File: src/rtl/sfifo_pkg.sv
package sfifo_pkg;
    localparam int PART_W = 8;

    typedef enum logic [1:0] {
        LD_AE_LO = 2'd0,
        LD_AE_HI = 2'd1,
        LD_AF_LO = 2'd2,
        LD_AF_HI = 2'd3
    } ld_state_t;
endpackage

File: src/rtl/sfifo_ofs_loader.sv
module sfifo_ofs_loader
    import sfifo_pkg::*;
#(
    parameter int DATA_W  = 9,
    parameter int OFS_W   = 9,
    parameter int DEF_OFS = 7
) (
    input  logic              clk,
    input  logic              rst_n,
    input  logic              load,
    input  logic              wr_req,
    input  logic [DATA_W-1:0] din,
    output logic [OFS_W-1:0]  ae_ofs,
    output logic [OFS_W-1:0]  af_ofs
);
    localparam int HI_W = OFS_W - PART_W;

    ld_state_t state, state_nx;
    logic      step;

    assign step = load & wr_req;

    // next-state selection
    always_comb begin
        state_nx = state;
        if (!load) begin
            state_nx = LD_AE_LO;
        end else if (step) begin
            unique case (state)
                LD_AE_LO: state_nx = LD_AE_HI;
                LD_AE_HI: state_nx = LD_AF_LO;
                LD_AF_LO: state_nx = LD_AF_HI;
                LD_AF_HI: state_nx = LD_AE_LO;
            endcase
        end
    end

    // state register
    always_ff @(posedge clk or negedge rst_n) begin
        if (!rst_n) state <= LD_AE_LO;
        else        state <= state_nx;
    end

    // outputs: threshold registers
    always_ff @(posedge clk or negedge rst_n) begin
        if (!rst_n) begin
            ae_ofs <= OFS_W'(DEF_OFS);
            af_ofs <= OFS_W'(DEF_OFS);
        end else if (step) begin
            unique case (state)
                LD_AE_LO: ae_ofs[PART_W-1:0]     <= din[PART_W-1:0];
                LD_AE_HI: ae_ofs[OFS_W-1:PART_W] <= din[HI_W-1:0];
                LD_AF_LO: af_ofs[PART_W-1:0]     <= din[PART_W-1:0];
                LD_AF_HI: af_ofs[OFS_W-1:PART_W] <= din[HI_W-1:0];
            endcase
        end
    end
endmodule

File: src/rtl/sfifo_store.sv
module sfifo_store #(
    parameter int DATA_W = 9,
    parameter int DEPTH  = 256
) (
    input  logic              clk,
    input  logic              rst_n,
    input  logic              wr_ok,
    input  logic              rd_ok,
    input  logic [DATA_W-1:0] din,
    output logic [DATA_W-1:0] rdata
);
    localparam int ADDR_W = $clog2(DEPTH);

    logic [DATA_W-1:0] mem [DEPTH];
    logic [ADDR_W-1:0] wptr, rptr;

    always_ff @(posedge clk) begin
        if (wr_ok) mem[wptr] <= din;
    end

    always_ff @(posedge clk or negedge rst_n) begin
        if (!rst_n) begin
            wptr  <= '0;
            rptr  <= '0;
            rdata <= '0;
        end else begin
            if (wr_ok) wptr <= wptr + 1'b1;
            if (rd_ok) begin
                rptr  <= rptr + 1'b1;
                rdata <= mem[rptr];
            end
        end
    end
endmodule

File: src/rtl/sfifo_level.sv
module sfifo_level #(
    parameter int DEPTH = 256,
    parameter int OFS_W = 9
) (
    input  logic             clk,
    input  logic             rst_n,
    input  logic             wr_ok,
    input  logic             rd_ok,
    input  logic [OFS_W-1:0] ae_ofs,
    input  logic [OFS_W-1:0] af_ofs,
    output logic             empty,
    output logic             full,
    output logic             almost_empty,
    output logic             almost_full
);
    localparam int CNT_W = $clog2(DEPTH) + 1;

    logic [CNT_W-1:0] level;
    logic [CNT_W-1:0] vacant;

    always_ff @(posedge clk or negedge rst_n) begin
        if (!rst_n) begin
            level <= '0;
        end else begin
            unique case ({wr_ok, rd_ok})
                2'b10:   level <= level + 1'b1;
                2'b01:   level <= level - 1'b1;
                default: level <= level;
            endcase
        end
    end

    assign vacant       = CNT_W'(DEPTH) - level;
    assign empty        = (level == '0);
    assign full         = (level == CNT_W'(DEPTH));
    assign almost_empty = ({1'b0, level} <= {1'b0, ae_ofs});
    assign almost_full  = ({1'b0, vacant} <= {1'b0, af_ofs});
endmodule

File: src/rtl/sfifo_prog.sv
module sfifo_prog #(
    parameter int DATA_W  = 9,
    parameter int DEPTH   = 256,
    parameter int DEF_OFS = 7
) (
    input  logic              clk,
    input  logic              rst_n,
    input  logic [DATA_W-1:0] din,
    input  logic              wr_en_n,
    input  logic              wr_en,
    input  logic              rd_en_n,
    input  logic              rd_en,
    input  logic              load,
    input  logic              oe,
    output logic [DATA_W-1:0] dout,
    output logic              empty,
    output logic              full,
    output logic              almost_empty,
    output logic              almost_full
);
    localparam int OFS_W = $clog2(DEPTH) + 1;

    logic              wr_req, rd_req, wr_ok, rd_ok;
    logic [OFS_W-1:0]  ae_ofs, af_ofs;
    logic [DATA_W-1:0] rdata;

    assign wr_req = ~wr_en_n & wr_en;
    assign rd_req = ~rd_en_n & rd_en;
    assign wr_ok  = wr_req & ~load & ~full;
    assign rd_ok  = rd_req & ~empty;

    sfifo_ofs_loader #(.DATA_W(DATA_W), .OFS_W(OFS_W), .DEF_OFS(DEF_OFS)) u_loader (
        .clk(clk), .rst_n(rst_n), .load(load), .wr_req(wr_req), .din(din),
        .ae_ofs(ae_ofs), .af_ofs(af_ofs)
    );

    sfifo_store #(.DATA_W(DATA_W), .DEPTH(DEPTH)) u_store (
        .clk(clk), .rst_n(rst_n), .wr_ok(wr_ok), .rd_ok(rd_ok), .din(din),
        .rdata(rdata)
    );

    sfifo_level #(.DEPTH(DEPTH), .OFS_W(OFS_W)) u_level (
        .clk(clk), .rst_n(rst_n), .wr_ok(wr_ok), .rd_ok(rd_ok),
        .ae_ofs(ae_ofs), .af_ofs(af_ofs),
        .empty(empty), .full(full),
        .almost_empty(almost_empty), .almost_full(almost_full)
    );

    assign dout = oe ? rdata : '0;
endmodule

File: config.mk
export PLATFORM = sky130hd
export DESIGN_NAME = sfifo_prog
export DESIGN_NICKNAME = d
export VERILOG_FILES = /design/src/rtl/sfifo_pkg.sv /design/src/rtl/sfifo_ofs_loader.sv /design/src/rtl/sfifo_store.sv /design/src/rtl/sfifo_level.sv /design/src/rtl/sfifo_prog.sv
export SDC_FILE = /design/constraint.sdc
export NUM_CORES = 2
export LEC_CHECK = 0
export BUFFER_PORTS_ARGS = -buffer_cell sky130_fd_sc_hd__clkbuf_2
export CAP_MARGIN = 0
export CORE_ASPECT_RATIO = 1.5
export CORE_MARGIN = 2
export CORE_UTILIZATION = 40
export DETAILED_ROUTE_END_ITERATION = 6
export GPL_ROUTABILITY_DRIVEN = 0
export PLACE_DENSITY = 0.65
export SYNTH_ARGS = -nofsm -noshare
export SYNTH_HDL_FRONTEND = slang
export SYNTH_SLANG_ARGS = --single-unit
File: constraint.sdc
create_clock -name clk -period 5.1 [get_ports clk]
set_input_delay 1.275 -clock clk [delete_from_list [all_inputs] [get_ports clk]]
set_output_delay 1.275 -clock clk [all_outputs]
set_load 0.005 [all_outputs]
==> parameters.txt <==
Parameter                              Value

Timing
  Final period utilization ... 0.963
  Unrepaired setup endpoints after global routing ... no
  Worst hold margin ... about 0.43 ns
  Time the worst path needs with I/O delays and setup ... just under 5 ns
  Relative slew slack ... 0.238
  Count of endpoints failing setup in the final report ... 0
  Timing-limited maximum frequency ... 0.204 GHz
  Aggregate negative setup slack ... 0 ns
  Number of pins exceeding their max-slew limit in the final report ... 0
  Number of failing hold endpoints at the final stage ... 0
  Worst-margin pin slew ... 1.14 ns
  Clock skew ... ~0.049 ns
  Final setup margin ... roughly 0.19 ns

Clock network
  Number of setup buffers added after CTS ... 0
  Number of cells upsized or downsized after cts ... 0
  Worst-Skew Late Latency ... about 0.9 ns
  Number of H-tree branching levels ... 4
  Cts bufs inserted ... roughly 200
  CTS sink cnt ... between 2000 and 2500
  Cell at the root of the clock tree ... sky130_fd_sc_hd__clkbuf_16
  Post-CTS clock slew at the launch and capture registers of the worst setup and hold paths ... 0.07 ns
  Cts-stage hold buffer count ... 0
  Clock tree from TritonCTS ... built
  Deepest clock path buffer count ... 4

GRT
  Global-route wire length before repair ... 338 mm
  Gr ovfl total ... 0
  Largest net degree at the start of global routing ... ~130
  Number of antenna violations at the first check in global routing ... 6
  Total track usage ... 0.200
  Number of global-route vias before repair ... about 46000

Yosys
  Nets in the synthesized netlist ... approximately 4400
  Synthesized cell area ... ~92000 um^2
  Warning count from the yosys run ... 0
  Cells taking the most area after synthesis ... sky130_fd_sc_hd__edfxtp_1 75%, sky130_fd_sc_hd__mux4_2 14%, sky130_fd_sc_hd__mux2i_1 1.9%
  Most repeated cell in the gate-level netlist after synthesis ... sky130_fd_sc_hd__edfxtp_1
  Post-synth EDFFs ... about 2300
  Post-synth top area share ... 0.749
  Simple-gate area share of the yosys netlist ... 0.0256
  Synthesized-area fraction occupied by ao, oa, aoi and oai cells ... 0.0223
  Area share of xor/xnor cells in the synthesized design ... 0.00332
  Post-synthesis area per instance ... about 21 um^2
  Post-synthesis adder-cell area fraction ... 0.00447
  Post-synthesis mux area share ... 0.165
  Sequential area share after synthesis ... 0.764
  Cells after synthesis ... 4365
  Most common library cells after synthesis ... 2304 x sky130_fd_sc_hd__edfxtp_1, 581 x sky130_fd_sc_hd__mux4_2, 307 x sky130_fd_sc_hd__nor2_1
  Share of synthesized registers carrying an async set or reset ... 0.0229
  Cell accounting for the most synthesized area ... sky130_fd_sc_hd__edfxtp_1
  Top flip-flop cell by instance count after synthesis ... sky130_fd_sc_hd__edfxtp_1
  Number of synthesized register bits ... approximately 2400
  Synth cell types ... 64
  Main combinational cell family by area after synthesis ... multiplexers

Pwr
  Final Power ... 51.2 mW
  Highest ir drop seen on vdd ... roughly 0.00037 V
  Leakage power total ... 32.8 nW
  PwrDens ... ~490 nW/um^2

Route
  Final antenna-violating net count ... 0
  Routed length on met1 ... between 80 and 90 mm
  DRC errors left ... 0
  Total length of routed wires ... 238 mm
  Via count normalized by instance count ... around 5.7
  Vias after detailed routing ... approximately 45000
  Number of DRC markers after the initial detailed-route iteration ... around 5000
  WL met2 ... between 100 and 150 mm
  Met3 wire len ... 14.6 mm
  Highest routing layer actually used ... met5
  Iteration count of the initial detailed-routing pass ... 6
  Routed length per placed instance ... roughly 30 um

Setup path
  Type of the setup path with the least slack ... reg -> out
  Worst reg2reg endpoint ... u_level.level[7]$_DFFE_PN0P_
  Start of the worst register-to-register path ... u_level.level[1]$_DFFE_PN0P_
  Cells along the critical path ... inv_1 > ha_1 > nor2b_1 > o21a_1 > o21a_1 > o21a_1 > o21a_1 > o21a_1 > o21a_1 > o31ai_1 > clkbuf_2
  Cell type group with the largest total delay on the critical path ... compound AO/OA/AOI/OAI gates
  Arrival time reported for the critical path endpoint ... about 3.6 ns
  Total buffers and inverters traversed by the critical path ... 2
  R2R depth ... 16
  Worst setup SP type ... flop
  Register-to-register setup slack ... around 0.47 ns
  Endpoint kind of the worst setup timing path ... output pin
  CP max-delay cell ... sky130_fd_sc_hd__dfstp_2
  Crit-path most repeated cell ... sky130_fd_sc_hd__o21a_1
  Top fanout value on the critical path ... 2
  Worst stage delay on the critical path ... 0.53 ns
  Required time of the critical path ... 3.83 ns

Place
  Placed cell areas ... 98000 um^2
  Setup slack at placement ... 0.519 ns
  Placed cell count ... about 7500
  Number of I/O port buffers ... 29
  Post-DP HPWL ... 151 mm

Die
  Total core area ... between 200000 and 250000 um^2
  Die boundary height ... 593 um
  # IOs ... 30
  Site row count ... between 200 and 250
  Horizontal extent of the die ... 396 um
  Starting Density ... 0.401
  Die area ... 235000 um^2

Finish
  Number of nets in the layout ... 4717
  Layout Cells excl Fill ... around 7900
  Final core utilization ... 0.453
  Layout overhead on the synthesized area ... 12.9%
  Summed area of non-filler cells in the final layout ... about 100000 um^2
  Filler Cell Count ... between 15000 and 20000
  Proportion of layout cells with a drive suffix above 1 ... 0.265

Job
  Max-cap check violation count ... 0

Outcome
  Outcome ... completed

Hold path
  Worst min path class ... in -> async
## cells in the final DEF (no fill, tap or decap), types with 15 or more instances in the layout
cell type | netlist | layout
sky130_fd_sc_hd__o221ai_1 | 15 | 15
sky130_fd_sc_hd__buf_12 | 0 | 35
sky130_fd_sc_hd__clkinv_1 | 2 | 41
sky130_fd_sc_hd__a211oi_1 | 21 | 21
sky130_fd_sc_hd__clkbuf_1 | 115 | 43
sky130_fd_sc_hd__buf_4 | 28 | 296
sky130_fd_sc_hd__clkinv_2 | 0 | 33
sky130_fd_sc_hd__nand3_1 | 37 | 33
sky130_fd_sc_hd__a21oi_1 | 67 | 67
sky130_fd_sc_hd__clkbuf_2 | 1 | 19
sky130_fd_sc_hd__o22ai_1 | 40 | 40
sky130_fd_sc_hd__mux2i_1 | 178 | 178
sky130_fd_sc_hd__edfxtp_1 | 2304 | 2304
sky130_fd_sc_hd__a221oi_1 | 23 | 23
sky130_fd_sc_hd__mux2_2 | 29 | 29
sky130_fd_sc_hd__dfrtp_1 | 48 | 43
sky130_fd_sc_hd__nand2_1 | 128 | 128
sky130_fd_sc_hd__nor2_1 | 307 | 304
sky130_fd_sc_hd__nor2b_1 | 21 | 17
sky130_fd_sc_hd__mux4_2 | 581 | 581
sky130_fd_sc_hd__clkbuf_8 | 0 | 16
sky130_fd_sc_hd__o21ai_0 | 29 | 29
sky130_fd_sc_hd__inv_1 | 29 | 29
sky130_fd_sc_hd__xnor2_1 | 25 | 25
sky130_fd_sc_hd__a22oi_1 | 28 | 28
sky130_fd_sc_hd__ha_1 | 33 | 33
sky130_fd_sc_hd__clkbuf_16 | 0 | 205
## final cells by class
type,count,area (um^2),area share
repair buffers,360,3150,0.0302
well taps,3052,3820,0.0366
clock inverters,99,815,0.00781
flip-flops and latches,2358,70600,0.677
multi-input cells,1714,20400,0.196
diodes,2,5.00,0.0000480
clock buffers,255,5390,0.0517
inverters,32,125,0.00120
## kinds of logic after synthesis
logic type / after synthesis
compound gates: 299
xor+xnor: 35
fa+ha+maj: 33
simple gates: 559
flops: 2358
mux: 788
buf+inv: 293
## worst max path at each step
stage,startpoint,end,slack [ns],cells after the start
finish,u_loader.ae_ofs[1]$_DFFE_PN1P_,almost_empty,0.19,11
global route,u_loader.ae_ofs[1]$_DFFE_PN1P_,almost_empty,0.03,11
CTS,u_loader.ae_ofs[1]$_DFFE_PN1P_,almost_empty,0.07,11
detailed placement,rd_en_n,u_level.level[7]$_DFFE_PN0P_,0.52,12
global placement,rd_en,u_level.level[7]$_DFFE_PN0P_,0.51,12
floorplan,rd_en_n,u_level.level[8]$_DFFE_PN0P_,1.21,13
## power by group
group          internal [mW]  leakage (nW)  switching (mW)
combinational           6.27          8.37            8.09
clock                   8.11          3.03            6.77
sequential              21.4          21.4           0.513
total                   35.8          32.8            15.4
## worst register-to-register path, delay by kind of cell, from the launching register on
kind / cells / cell delay (ns)
AOI/OAI and AO/OA: 4 / 0.63
buffers and inverters: 3 / 0.81
DFF: 1 / 0.52
and+or+nand+nor: 5 / 1.42
xor gates and xnor gates: 1 / 0.15
adders and majority gates: 3 / 1.02
## flip-flops by register name (all words and copies together), names as in the netlist
signal and flops:
u_store.rptr 8, u_store.rdata 9, u_loader.af_ofs 9, u_loader.ae_ofs 9
u_store.wptr 8, u_store.mem 2304, u_level.level 9, u_loader.state 2
## metal layers
| layer | vias up | GRT usage |
|---|---|---|
| li1 | 18600 | - |
| met1 | 24100 | 0.235 |
| met2 | 1901 | 0.358 |
| met3 | 499 | 0.0273 |
| met4 | 6 | 0.104 |
| met5 | - | 0 |
Power figures use the tool's default switching activity.
